$ cat src/rtl/segxlate.sv
module segxlate #(
  parameter int NSEG   = 8,
  parameter int OFF_W  = 16,
  parameter int ADDR_W = 24
) (
  input  logic                        clk,
  input  logic                        rst_n,
  input  logic                        kernel,
  input  logic                        wr_en,
  input  logic [$clog2(NSEG)-1:0]     wr_idx,
  input  logic [ADDR_W-1:0]           wr_base,
  input  logic [OFF_W:0]              wr_limit,
  input  logic [2:0]                  wr_perm,
  input  logic                        req_valid,
  input  logic                        implicit_en,
  input  logic [$clog2(NSEG)-1:0]     req_sel,
  input  logic [OFF_W-1:0]            req_off,
  input  logic [1:0]                  req_type,
  output logic                        grant,
  output logic [ADDR_W-1:0]           phys_addr,
  output logic                        fault_bound,
  output logic                        fault_perm,
  output logic                        fst_valid,
  output logic [1:0]                  fst_cause,
  output logic [OFF_W-1:0]            fst_off,
  output logic                        priv_err
);
  localparam int SEL_W = $clog2(NSEG);
  localparam int LIM_W = OFF_W + 1;

  logic [ADDR_W-1:0] base_q [NSEG];
  logic [LIM_W-1:0]  lim_q  [NSEG];
  logic [2:0]        perm_q [NSEG];

  logic              wr_ok;
  logic              is_fetch;
  logic [SEL_W-1:0]  imp_idx;
  logic [SEL_W-1:0]  idx;
  logic              idx_ok;
  logic              perm_ok;
  logic [2:0]        sel_perm;

  assign wr_ok    = wr_en & kernel;
  assign is_fetch = (req_type == 2'b10);

  for (genvar i = 0; i < NSEG; i++) begin : g_pair
    always_ff @(posedge clk or negedge rst_n) begin
      if (!rst_n) begin
        base_q[i] <= '0;
        lim_q[i]  <= '0;
        perm_q[i] <= '0;
      end else if (wr_ok && wr_idx == SEL_W'(i)) begin
        base_q[i] <= wr_base;
        lim_q[i]  <= wr_limit;
        perm_q[i] <= wr_perm;
      end
    end
  end

  if (NSEG >= 4) begin : g_imp4
    assign imp_idx = SEL_W'({kernel, is_fetch});
  end else begin : g_imp2
    assign imp_idx = SEL_W'(is_fetch);
  end

  assign idx      = implicit_en ? imp_idx : req_sel;
  assign idx_ok   = ({1'b0, idx} < (SEL_W+1)'(NSEG));
  assign sel_perm = idx_ok ? perm_q[idx] : 3'b000;

  always_comb begin
    case (req_type)
      2'b00:   perm_ok = sel_perm[0];
      2'b01:   perm_ok = sel_perm[1];
      2'b10:   perm_ok = sel_perm[2];
      default: perm_ok = 1'b0;
    endcase
  end

  assign fault_bound = req_valid & (~idx_ok | ({1'b0, req_off} >= lim_q[idx]));
  assign fault_perm  = req_valid & ~fault_bound & ~perm_ok;
  assign grant       = req_valid & ~fault_bound & ~fault_perm;
  assign phys_addr   = grant ? (base_q[idx] + ADDR_W'(req_off)) : '0;

  always_ff @(posedge clk or negedge rst_n) begin
    if (!rst_n) begin
      fst_valid <= 1'b0;
      fst_cause <= 2'b00;
      fst_off   <= '0;
      priv_err  <= 1'b0;
    end else begin
      fst_valid <= fault_bound | fault_perm;
      fst_cause <= {fault_perm, fault_bound};
      if (fault_bound | fault_perm) fst_off <= req_off;
      priv_err  <= wr_en & ~kernel;
    end
  end
endmodule

$ cat config.mk
export PLATFORM = sky130hd
export DESIGN_NAME = segxlate
export DESIGN_NICKNAME = d
export VERILOG_FILES = /design/src/rtl/segxlate.sv
export SDC_FILE = /design/constraint.sdc
export NUM_CORES = 1
export LEC_CHECK = 0
export ABC_AREA = 1
export BUFFER_PORTS_ARGS = -buffer_cell sky130_fd_sc_hd__buf_2
export CAP_MARGIN = 20
export CORE_MARGIN = 4
export CORE_UTILIZATION = 40
export DETAILED_ROUTE_END_ITERATION = 8
export GPL_ROUTABILITY_DRIVEN = 0
export RECOVER_POWER = 50
export REMOVE_ABC_BUFFERS = 1
export SKIP_LAST_GASP = 1
export SLEW_MARGIN = 20
export SYNTH_ARGS = -nofsm -noshare
export SYNTH_HDL_FRONTEND = slang
export SYNTH_SLANG_ARGS = --single-unit
$ cat constraint.sdc
create_clock -name clk -period 3.4 [get_ports clk]
set_input_delay 0 -clock clk [delete_from_list [all_inputs] [get_ports clk]]
set_output_delay 0 -clock clk [all_outputs]
set_load 0.01 [all_outputs]
Word-level counts from Yosys, hierarchy flattened
Index checks and enable logic that the tools add are counted.

word-level totals
  bits in registers = 372
  bits of input ports = 74
  output and inout bits = 47
  logic and storage cells = 74

cells by class
  add/sub/neg operators = 1
  order comparisons = 2
  equality and inequality tests = 9
  mux-type cells = 12
  bitwise operators = 12
  reductions and logical operators = 10

operators by type and width
  kind                count
  $bmux 24 s3         1
  $mux 24             3
  $bmux 17 s3         1
  $mux 17             2
  $add 24x16->24      1
  $ge 16x17->1        1
  $eq 3x3->1 const B  4
  $bmux 3 s3          1
  $mux 3              3
  $logic_and 1x1->1   8
  $and 1x1->1         6
  $eq 3x2->1 const B  2
  $ge 4x4->1 const B  1
  $not 1->1           4
  $not 3->4           1
  $eq 3x1->1 const B  1
  $logic_not 3->1     1
  $pmux 1 s3          1
  $eq 2x1->1 const B  1
  $eq 2x2->1 const B  1
  $logic_not 2->1     1
  $or 1x1->1          1

Logic depth before layout (Yosys ltp)
Gate-level depths: netlist of the first run.

  depth in word-level cells = 14
  mapped depth = 26
  gate-level depth less buffers = 22

Worst setup path after synthesis of the first run
OpenSTA, ideal clock, no wires.

  kind = input -> output
  start point = in req_sel[1]
  end point = out phys_addr[18]
  data arrival time = 2895 ps
  required time = 3400 ps
  slack = 505 ps
  stages = 17
  path buffers = 3
  path through = inv_1 > o21ai_2 > buf_2 > buf_2 > buf_1 > nand3_1 > a32o_1 > ha_1 > fa_1 > nand3_1 > nand2_1 > inv_1 > o21ai_0 > a21oi_1 > nor2_2 > xor2_1 > nor2_1

between the ends
  word-level cells in the longest chain between the ends = 13
  elaborated cells between the ends (all ways) = 22
  those cells by class = 1 x add/sub; 1 x order compare; 12 x mux; 8 x bitwise

RTL lines
  what                                         line        text
  start: declaration                           16          input logic [$clog2(NSEG)-1:0] req_sel,
  $mux 3 (*)                                   66          assign idx = implicit_en ? imp_idx : req_sel;
  $not 3->4 (not written as such) (*)          68, 79, 82
  $bmux 17 s3                                  79          assign fault_bound = req_valid & (~idx_ok | ({1'b0, req_off} >= lim_q[idx]));
  $mux 17 (not written as such) (2 in series)  79
  $ge 16x17->1                                 79
  $and 1x1->1                                  79
  $not 1->1                                    80, 81
  $and 1x1->1                                  80, 81
  $and 1x1->1                                  80          assign fault_perm = req_valid & ~fault_bound & ~perm_ok;
  $not 1->1                                    81          assign grant = req_valid & ~fault_bound & ~fault_perm;
  $and 1x1->1                                  81
  $mux 24 (*)                                  82          assign phys_addr = grant ? (base_q[idx] + ADDR_W'(req_off)) : '0;
  end: declaration                             20          output logic [ADDR_W-1:0] phys_addr,

Mark *: on every way between the ends. The rest lies on a longest branch, timed or not. The select of a mux whose other input is x is not followed.

Final worst setup path of the first run
  start point = reg base_q[48] (netlist name)
  end point = out phys_addr[10]

between the ends
  word-level cells in the longest chain between the ends = 5

RTL lines
  what                                         line  text
  start: declaration                           31    logic [ADDR_W-1:0] base_q [NSEG];
  start signal: indexed assignment             53    base_q[i] <= wr_base;
  $bmux 24 s3                                  82
  $mux 24 (not written as such) (2 in series)  82
  $add 24x16->24                               82
  $mux 24                                      82

No other way between the ends. The select of a mux whose other input is x is not followed.

==> results.txt, run 1 <==
----------------------------------------------------
[Floorplanning]
  Starting density of the core ... between 40% and 50%
  IO Count ... roughly 120
  Horizontal die dimension ... ~220 µm
  Core outline area ... 44,410 µm²
  Num rows ... 77
  Die outline height ... 220.2 µm
  Die footprint ... roughly 48,000 µm²

[Clock tree]
  TritonCTS clock tree ... yes
  H-tree lvl count ... 2
  Clock tree root driver cell ... clkbuf_16
  Reg clk slew, reported paths ... approximately 60 ps
  Worst skew pair latency ... around 570 ps
  Sinks on Clock Net ... 372
  Maximum number of buffers from clock root to sink ... 3
  Number of buffers added by the clock tree synthesis step ... 42

[Setup path]
  Cell with the largest stage delay on the worst path ... dfrtp_1
  Worst path top cell family by delay ... compound AO/OA/AOI/OAI gates
  Kind of critical path ... flop to output port
  WP buf/inv ... 2
  Longest individual stage delay on the worst path ... roughly 370 ps
  Worst EP required ... ~3400 ps
  Launching element of the worst setup path ... base_q[48]$_DFFE_PN0P_
  Category of the worst setup path launch point ... flop
  Critical path endpoint category ... output port
  FF-to-FF Start ... lim_q[89]$_DFFE_PN0P_
  CP Data Arrival Time ... roughly 3200 ps
  Critical path cell sequence ... a21oi_1 > a21oi_1 > a32o_1 > ha_1 > fa_2 > nand3_1 > nand2_1 > nand2_1 > o21bai_1 > a21boi_0 > buf_4 > xor2_1 > nor2_1 > buf_2
  Max Fanout on Critical Path ... 2

[GRT]
  Largest net degree at the start of global routing ... roughly 110
  Initial antenna violation count ... 2
  Number of global-route vias before repair ... between 15,000 and 20,000
  First-pass GRT wire length ... approximately 85 mm
  Final global-route overflow total ... 0
  Gr usage total ... 22.18%

[Synth]
  Synth Cell Area ... roughly 18,000 µm²
  Synth top area share ... about half
  Syn. warnings ... 0
  Number of flops mapped to enable cells by yosys ... 0
  Seq cells post-synth ... between 300 and 400
  Biggest area contributors in the synthesized netlist ... dfrtp_1, nand2_1, o21ai_0, nand3_1, inv_1
  Biggest area consumer among synthesized cells ... dfrtp_1
  Proportion of synthesized flip-flops having asynchronous set or reset ... 100.0%
  Primary flip-flop cell chosen by synthesis mapping ... dfrtp_1
  Synthesized area per cell ... 8.039 µm²
  Count of distinct cell types in the synthesized netlist ... slightly above 40
  Cells after Synth ... 2,241
  Sequential element share of the synthesized area ... about half

[STA]
  Max-Slew Margin vs Limit ... -91.40%
  Final critical path time including I/O delays and setup ... around 3200 ps
  Number of endpoints with negative hold slack in the final report ... 0
  Part of the cycle the worst path needs ... 93.24%
  RSZ-0062 raised after global routing ... no
  Final setup violation count ... 0
  Number of slew-limit violations in the final report ... between 150 and 200
  Hold slack final ... approximately 210 ps
  Final worst clock skew ... roughly 23 ps
  Min setup slack post-route ... roughly 230 ps
  Achievable clock frequency ... between 300 and 400 MHz
  Least-Margin Pin Slew ... around 2900 ps
  Accumulated negative setup slack ... 0 ps

[Outcome]
  Failing checks ... capacitance limit, slew limit
  Result of the run ... finished with violations

[Place]
  Sum of net half-perimeters after detailed placement ... 31.63 mm
  Pre-CTS setup slack ... 30.11 ps
  Number of port buffers ... 120
  Cells after DPL ... 2,850

[Cells and area]
  Net total in the final layout ... around 2,500
  Storage cell area ... slightly above 9000 µm²
  Area growth from synthesis to final layout ... 19.41%
  Layout cells sized above 1 ... 9.681%
  Layout filler cell count ... about 4,400
  Area of combinational cells with multiple inputs ... ~7700 µm²
  Final instance count without filler cells ... 3,010

[Hold path]
  Origin of the worst min-delay path ... wr_en
  Min-delay worst type ... input port to flop

[Drt]
  Detailed-route wire length per cell ... approximately 18 µm
  Number of vias per cell ... around 5.2
  Vias after detailed routing ... 15,720
  Detailed router's first-iteration violation count ... 1,263
  Total iterations of the first detailed-routing run ... 5
  DRC Markers ... 0
  Final WL ... ~53 mm
  Remaining antenna violation count after routing ... 0

[Pwr]
  Static leakage ... 0.01051 µW
  Power per standard cell area ... just over 600 nW/µm²
  Largest vdd supply drop ... 0.3731 mV
  Overall Power ... between 10,000 and 15,000 µW

[Job]
  Max Cap Viol ... 2

----------------------------------------------------
==> what timing repair did <==
action,in CTS,in global routing
hold buffers,80,0
buffers inserted,0,1
resized for setup,0,26
endpoints found under the hold margin,467,0
setup endpoints to repair,0,42
==> cells in the mapped netlist, types with 2 or more instances <==
master    number
nand2_1      682
o21ai_0      439
dfrtp_1      372
inv_1        141
nand3_1      129
clkbuf_1     107
nor2_1       107
a21oi_1       64
ha_1          32
nand3b_1      25
buf_2         21
a32o_1        17
o221ai_1      14
o22ai_1       14
buf_1          9
xor2_1         9
o211ai_1       8
xnor2_1        7
a31oi_1        5
buf_4          4
buf_6          4
a21o_1         3
nand3_2        3
o21bai_1       3
nand2_2        2
nand4_1        2
nor3_1         2
o21ai_1        2
or2_0          2
==> through the flow <==
step / instance area, µm² / util, %
6_report: 21510 / 48.44
4_1_cts: 21460 / 48.33
5_1_grt: 21510 / 48.44
3_5_place_dp: 19300 / 43.46
2_1_floorplan: 17400 / -
3_3_place_gp: 19300 / 43.46
==> cell type report <==
type	instances	share of cell area [%]
sequential	372	43.27
inverter	143	2.518
clock inverter	12	0.5118
antenna	1	0.01163
timing repair buffer	244	8.759
clock buffer	65	5.804
tap	592	3.443
multi-input combinational	1581	35.68
==> cells by family after synthesis <==
logic type | count (synthesis) | synth area share, %
AND/OR/NAND/NOR | 958 | 21.66
AO/OA/AOI/OAI | 574 | 17.16
XOR/XNOR | 16 | 0.7779
adder cells (fa/ha/maj) | 33 | 2.333
flip-flops | 372 | 51.67
buffers and inverters | 288 | 6.396
==> final timing paths <==
kind                                                end  slack (ps)  cells after the start
worst max-delay path                      phys_addr[10]         230                     14
worst min-delay path                 priv_err$_DFF_PN0_         210                      4
worst max register to register   fst_off[4]$_DFFE_PN0P_         370                     20
worst min register to register  base_q[141]$_DFFE_PN0P_         470                      2
max in group asynchronous        base_q[59]$_DFFE_PN0P_         650                      3
min in group asynchronous        base_q[26]$_DFFE_PN0P_         890                      2
==> worst reg2reg max path: cells and delay by family (launching register included) <==
| kind | cells | cell delay (ps) |
|---|---|---|
| adders and majority gates | 1 | 300 |
| DFF | 1 | 330 |
| and+or+nand+nor | 13 | 990 |
| buffers and inverters | 2 | 750 |
| AOI/OAI and AO/OA | 4 | 590 |
==> where the power goes <==
part	internal [µW]	switching [µW]	leakage, µW
registers	5340	507	0.00472
logic	1090	1610	0.00513
clock network	2610	1850	0.000669
==> layer usage <==
layer	global-route usage [%]	routed length, µm
met1	30.16	24300
met2	36.32	24530
met3	3.680	2989
met4	7.411	1665
met5	0	0
==> cells in the final DEF, fill, tap and decap left out, types with 14 or more instances in the layout <==
cell type	n
nand3b_1	25
clkbuf_1	36
nand3_1	128
a21oi_1	63
buf_2	98
ha_1	31
nand2_1	670
clkbuf_16	44
dlygate4sd3_1	80
nor2_1	106
buf_4	23
o221ai_1	14
o21ai_0	427
inv_1	140
a32o_1	17
dfrtp_1	372
o22ai_1	14
==> sequential cells by signal, indices dropped and copies added, names as in the netlist <==
name       count
lim_q        136
fst_off       16
fst_valid      1
base_q       192
perm_q        24
fst_cause      2
priv_err       1
Note: power is estimated with default switching activity, not from simulation.
==> run 2, diff against run 1 <==
- BUFFER_PORTS_ARGS: -buffer_cell sky130_fd_sc_hd__buf_2 -> -buffer_cell sky130_fd_sc_hd__clkbuf_2
- clock period: 3.4 -> 3.7 ns (I/O delays scaled with it)
==> run 2 against run 1 <==
Effect of this change: the flow still finishes with violations (capacitance limit, slew limit); count of clock-buffer cells in the layout down 5; sequential power down 8.2%; non-clock buffer count down 25; combinational power down 11%; clock power down 8.5%; routed wire length down 0.96%; first-iteration DRC count up 8.5%; final cell count down 0.80%; die area unchanged; cell area down 1.7%; sequential cell count unchanged.
==> results.txt, run 2 (synthesis gave the netlist of run 1 again) <==
----------------------------------------------------
[Clock tree]
  Worst skew pair latency ... 580 ps (was 570 ps)
  Sinks on Clock Net ... 372 (unchanged)
  Clock tree root driver cell ... clkbuf_16 (unchanged)
  H-tree lvl count ... 2 (unchanged)
  Maximum number of buffers from clock root to sink ... 3 (unchanged)
  Number of buffers added by the clock tree synthesis step ... 43 (was 42)
  Setup repair bufs after CTS ... 0 (unchanged)
  Reg clk slew, reported paths ... 70 ps (was 60 ps)
  TritonCTS clock tree ... yes (unchanged)

[Drt]
  Routed wire length on met3 ... 2.858 mm (was 2.989 mm)
  Total iterations of the first detailed-routing run ... 5 (unchanged)
  Number of vias per cell ... 5.285 (was 5.222)
  Post-route met1 wirelength ... 24.06 mm (was 24.30 mm)
  Detailed router's first-iteration violation count ... 1,370 (was 1,263)
  Final WL ... 52.97 mm (was 53.49 mm)
  Vias after detailed routing ... 15,780 (was 15,720)
  Uppermost routed layer ... met4 (unchanged)
  Routed length on met2 ... 24.44 mm (was 24.53 mm)
  Detailed-route wire length per cell ... 17.74 µm (was 17.77 µm)
  DRC Markers ... 0 (unchanged)
  Remaining antenna violation count after routing ... 0 (unchanged)

[Setup path]
  CP Data Arrival Time ... 3430 ps (was 3170 ps)
  R2R depth ... 18 (was 20)
  Worst EP required ... 3700 ps (was 3400 ps)
  Critical path cell sequence ... o21ai_0 > o22ai_1 > o21ai_0 > ha_1 > nand2_1 > inv_1 > a21oi_1 > nand2_1 > nand2_1 > nand2_1 > nand2_1 > nand2_1 > nand2_1 > nand2_1 > nand2_2 > nand3_4 > buf_4 > nor2_1 > clkbuf_2 (was a21oi_1 > a21oi_1 > a32o_1 > ha_1 > fa_2 > nand3_1 > nand2_1 > nand2_1 > o21bai_1 > a21boi_0 > buf_4 > xor2_1 > nor2_1 > buf_2)
  Critical path endpoint category ... output port (unchanged)
  Launching element of the worst setup path ... lim_q[92]$_DFFE_PN0P_ (was base_q[48]$_DFFE_PN0P_)
  Longest individual stage delay on the worst path ... 390 ps (was 370 ps)
  Category of the worst setup path launch point ... flop (unchanged)
  Crit path top cell by count ... nand2_1
  Worst path top cell family by delay ... simple AND/OR/NAND/NOR gates (was compound AO/OA/AOI/OAI gates)
  Crit path depth ... 19 (was 14)
  FF-to-FF Start ... lim_q[92]$_DFFE_PN0P_ (was lim_q[89]$_DFFE_PN0P_)
  Cell with the largest stage delay on the worst path ... dfrtp_1 (unchanged)
  Capturing point of the worst reg2reg path ... fst_off[11]$_DFFE_PN0P_ (was fst_off[4]$_DFFE_PN0P_)
  Kind of critical path ... flop to output port (unchanged)
  Setup slack of the worst register-to-register path ... 980 ps (was 370 ps)
  Critical path capture point ... phys_addr[13] (was phys_addr[10])
  Max Fanout on Critical Path ... 14 (was 2)
  WP buf/inv ... 3 (was 2)

[STA]
  Achievable clock frequency ... just under 300 MHz
  Number of slew-limit violations in the final report ... 393 (was 192)
  Final critical path time including I/O delays and setup ... between 3000 and 4000 ps
  Accumulated negative setup slack ... 0 ps (unchanged)
  Number of endpoints with negative hold slack in the final report ... 0 (unchanged)
  Part of the cycle the worst path needs ... between 90% and 100%
  Least-Margin Pin Slew ... 2757 ps (was 2871 ps)
  Hold slack final ... 162.5 ps (was 214.5 ps)
  Final worst clock skew ... 26.73 ps (was 23.26 ps)
  RSZ-0062 raised after global routing ... no (unchanged)
  Max-Slew Margin vs Limit ... -83.80% (was -91.40%)
  Final setup violation count ... 0 (unchanged)

[Floorplanning]
  Die footprint ... 48,500 µm² (unchanged)
  Starting density of the core ... 40.56% (unchanged)
  Num rows ... 77 (unchanged)
  Die outline height ... 220.2 µm (unchanged)
  Core outline area ... 44,410 µm² (unchanged)
  Horizontal die dimension ... 220.2 µm (unchanged)
  IO Count ... 121 (unchanged)

[Place]
  Number of port buffers ... 120 (unchanged)
  Sum of net half-perimeters after detailed placement ... 31.49 mm (was 31.63 mm)
  Total cell area at the placement stage ... 19,210 µm² (was 19,300 µm²)

[Cells and area]
  Most used cells in the layout excluding fill and tap cells ... nand2_1, o21ai_0, dfrtp_1 (unchanged)
  Design Area, Final ... 21,140 µm² (was 21,510 µm²)
  Storage cell area ... 9309 µm² (unchanged)
  Diodes inserted ... 0 (was 1)
  Layout filler cell count ... 4,351 (unchanged)
  Net total in the final layout ... 2,467 (was 2,491)
  Area of combinational cells with multiple inputs ... 7646 µm² (was 7676 µm²)
  Biggest registers after layout ... base_q (192), lim_q (136), perm_q (24) (unchanged)
  Area growth from synthesis to final layout ... 17.36% (was 19.41%)
  Layout cells sized above 1 ... 9.357% (was 9.681%)
  Flip-flop count of the largest register after layout ... 192 (unchanged)
  Most common cell after layout, fill and taps aside ... nand2_1 (unchanged)
  Register with the highest flop count ... base_q (unchanged)

[Pwr]
  Static leakage ... 0.01041 µW (was 0.01051 µW)
  Largest vdd supply drop ... 0.3228 mV (was 0.3731 mV)
  Power per standard cell area ... 560.1 nW/µm² (was 604.3 nW/µm²)
  Overall Power ... 11,840 µW (was 13,000 µW)

[Hold path]
  Min-delay worst type ... input port to flop (unchanged)

[Outcome]
  Failing checks ... capacitance limit, slew limit (unchanged)
  Result of the run ... finished with violations (unchanged)

[GRT]
  Gr usage total ... 21.88% (was 22.18%)
  Number of global-route vias before repair ... 15,110 (was 15,480)
  Initial antenna violation count ... 0 (was 2)
  First-pass GRT wire length ... 84.06 mm (was 85.39 mm)
  Final global-route overflow total ... 0 (unchanged)
  Largest net degree at the start of global routing ... 141 (was 105)

[Job]
  Max Cap Viol ... 4 (was 2)

----------------------------------------------------
run 2: metrics by stage:
stage | instances | setup slack (ps) | util (%)
6_report | 2986 | 267.4 | 47.61
4_1_cts | 2985 | 111.6 | 47.73
5_1_grt | 2986 | 5.440 | 47.61
3_5_place_dp | 2841 | 235.0 | 43.25
3_3_place_gp | 2841 | 315.4 | 43.25
2_1_floorplan | 2096 | -2915 | -
run 2: layer usage:
metal  GRT usage [%]  up-vias
met1           30.54     7597
met4           7.180        0
met2           35.73      467
met3           2.650       95
li1                -     7622
met5               0        -
run 2: worst min-delay path by stage:
stage	endpoint	start	depth (start not counted)	slack [ps]
2_1_floorplan	base_q[0]$_DFFE_PN0P_	rst_n	0	-300
3_3_place_gp	base_q[120]$_DFFE_PN0P_	rst_n	1	-140
3_5_place_dp	base_q[120]$_DFFE_PN0P_	rst_n	1	-140
4_1_cts	base_q[97]$_DFFE_PN0P_	rst_n	3	130
5_1_grt	priv_err$_DFF_PN0_	wr_en	4	200
6_report	priv_err$_DFF_PN0_	wr_en	4	160
run 2: what timing repair did:
item	CTS	global route
hold buffers	65	0
resized for setup	0	4
setup endpoints to repair	0	19
endpoints found under the hold margin	742	0
run 2: area by class of cell:
class,instances,share of cell area [%]
timing repair buffer,219,7.444
clock buffer,60,5.675
tap,592,3.503
clock inverter,19,0.6391
inverter,143,2.550
sequential,372,44.03
multi-input combinational,1581,36.16
run 2: tightest hold or removal path: cells and delay by family:
kind | cells | cell delay, ps
simple gates | 1 | 30
buf+inv | 3 | 670
run 2: report_power, final:
part	internal, µW	switching [µW]	leakage (µW)
clock	2340	1740	0.000673
combinational	940	1450	0.00502
sequential	4910	462	0.00472
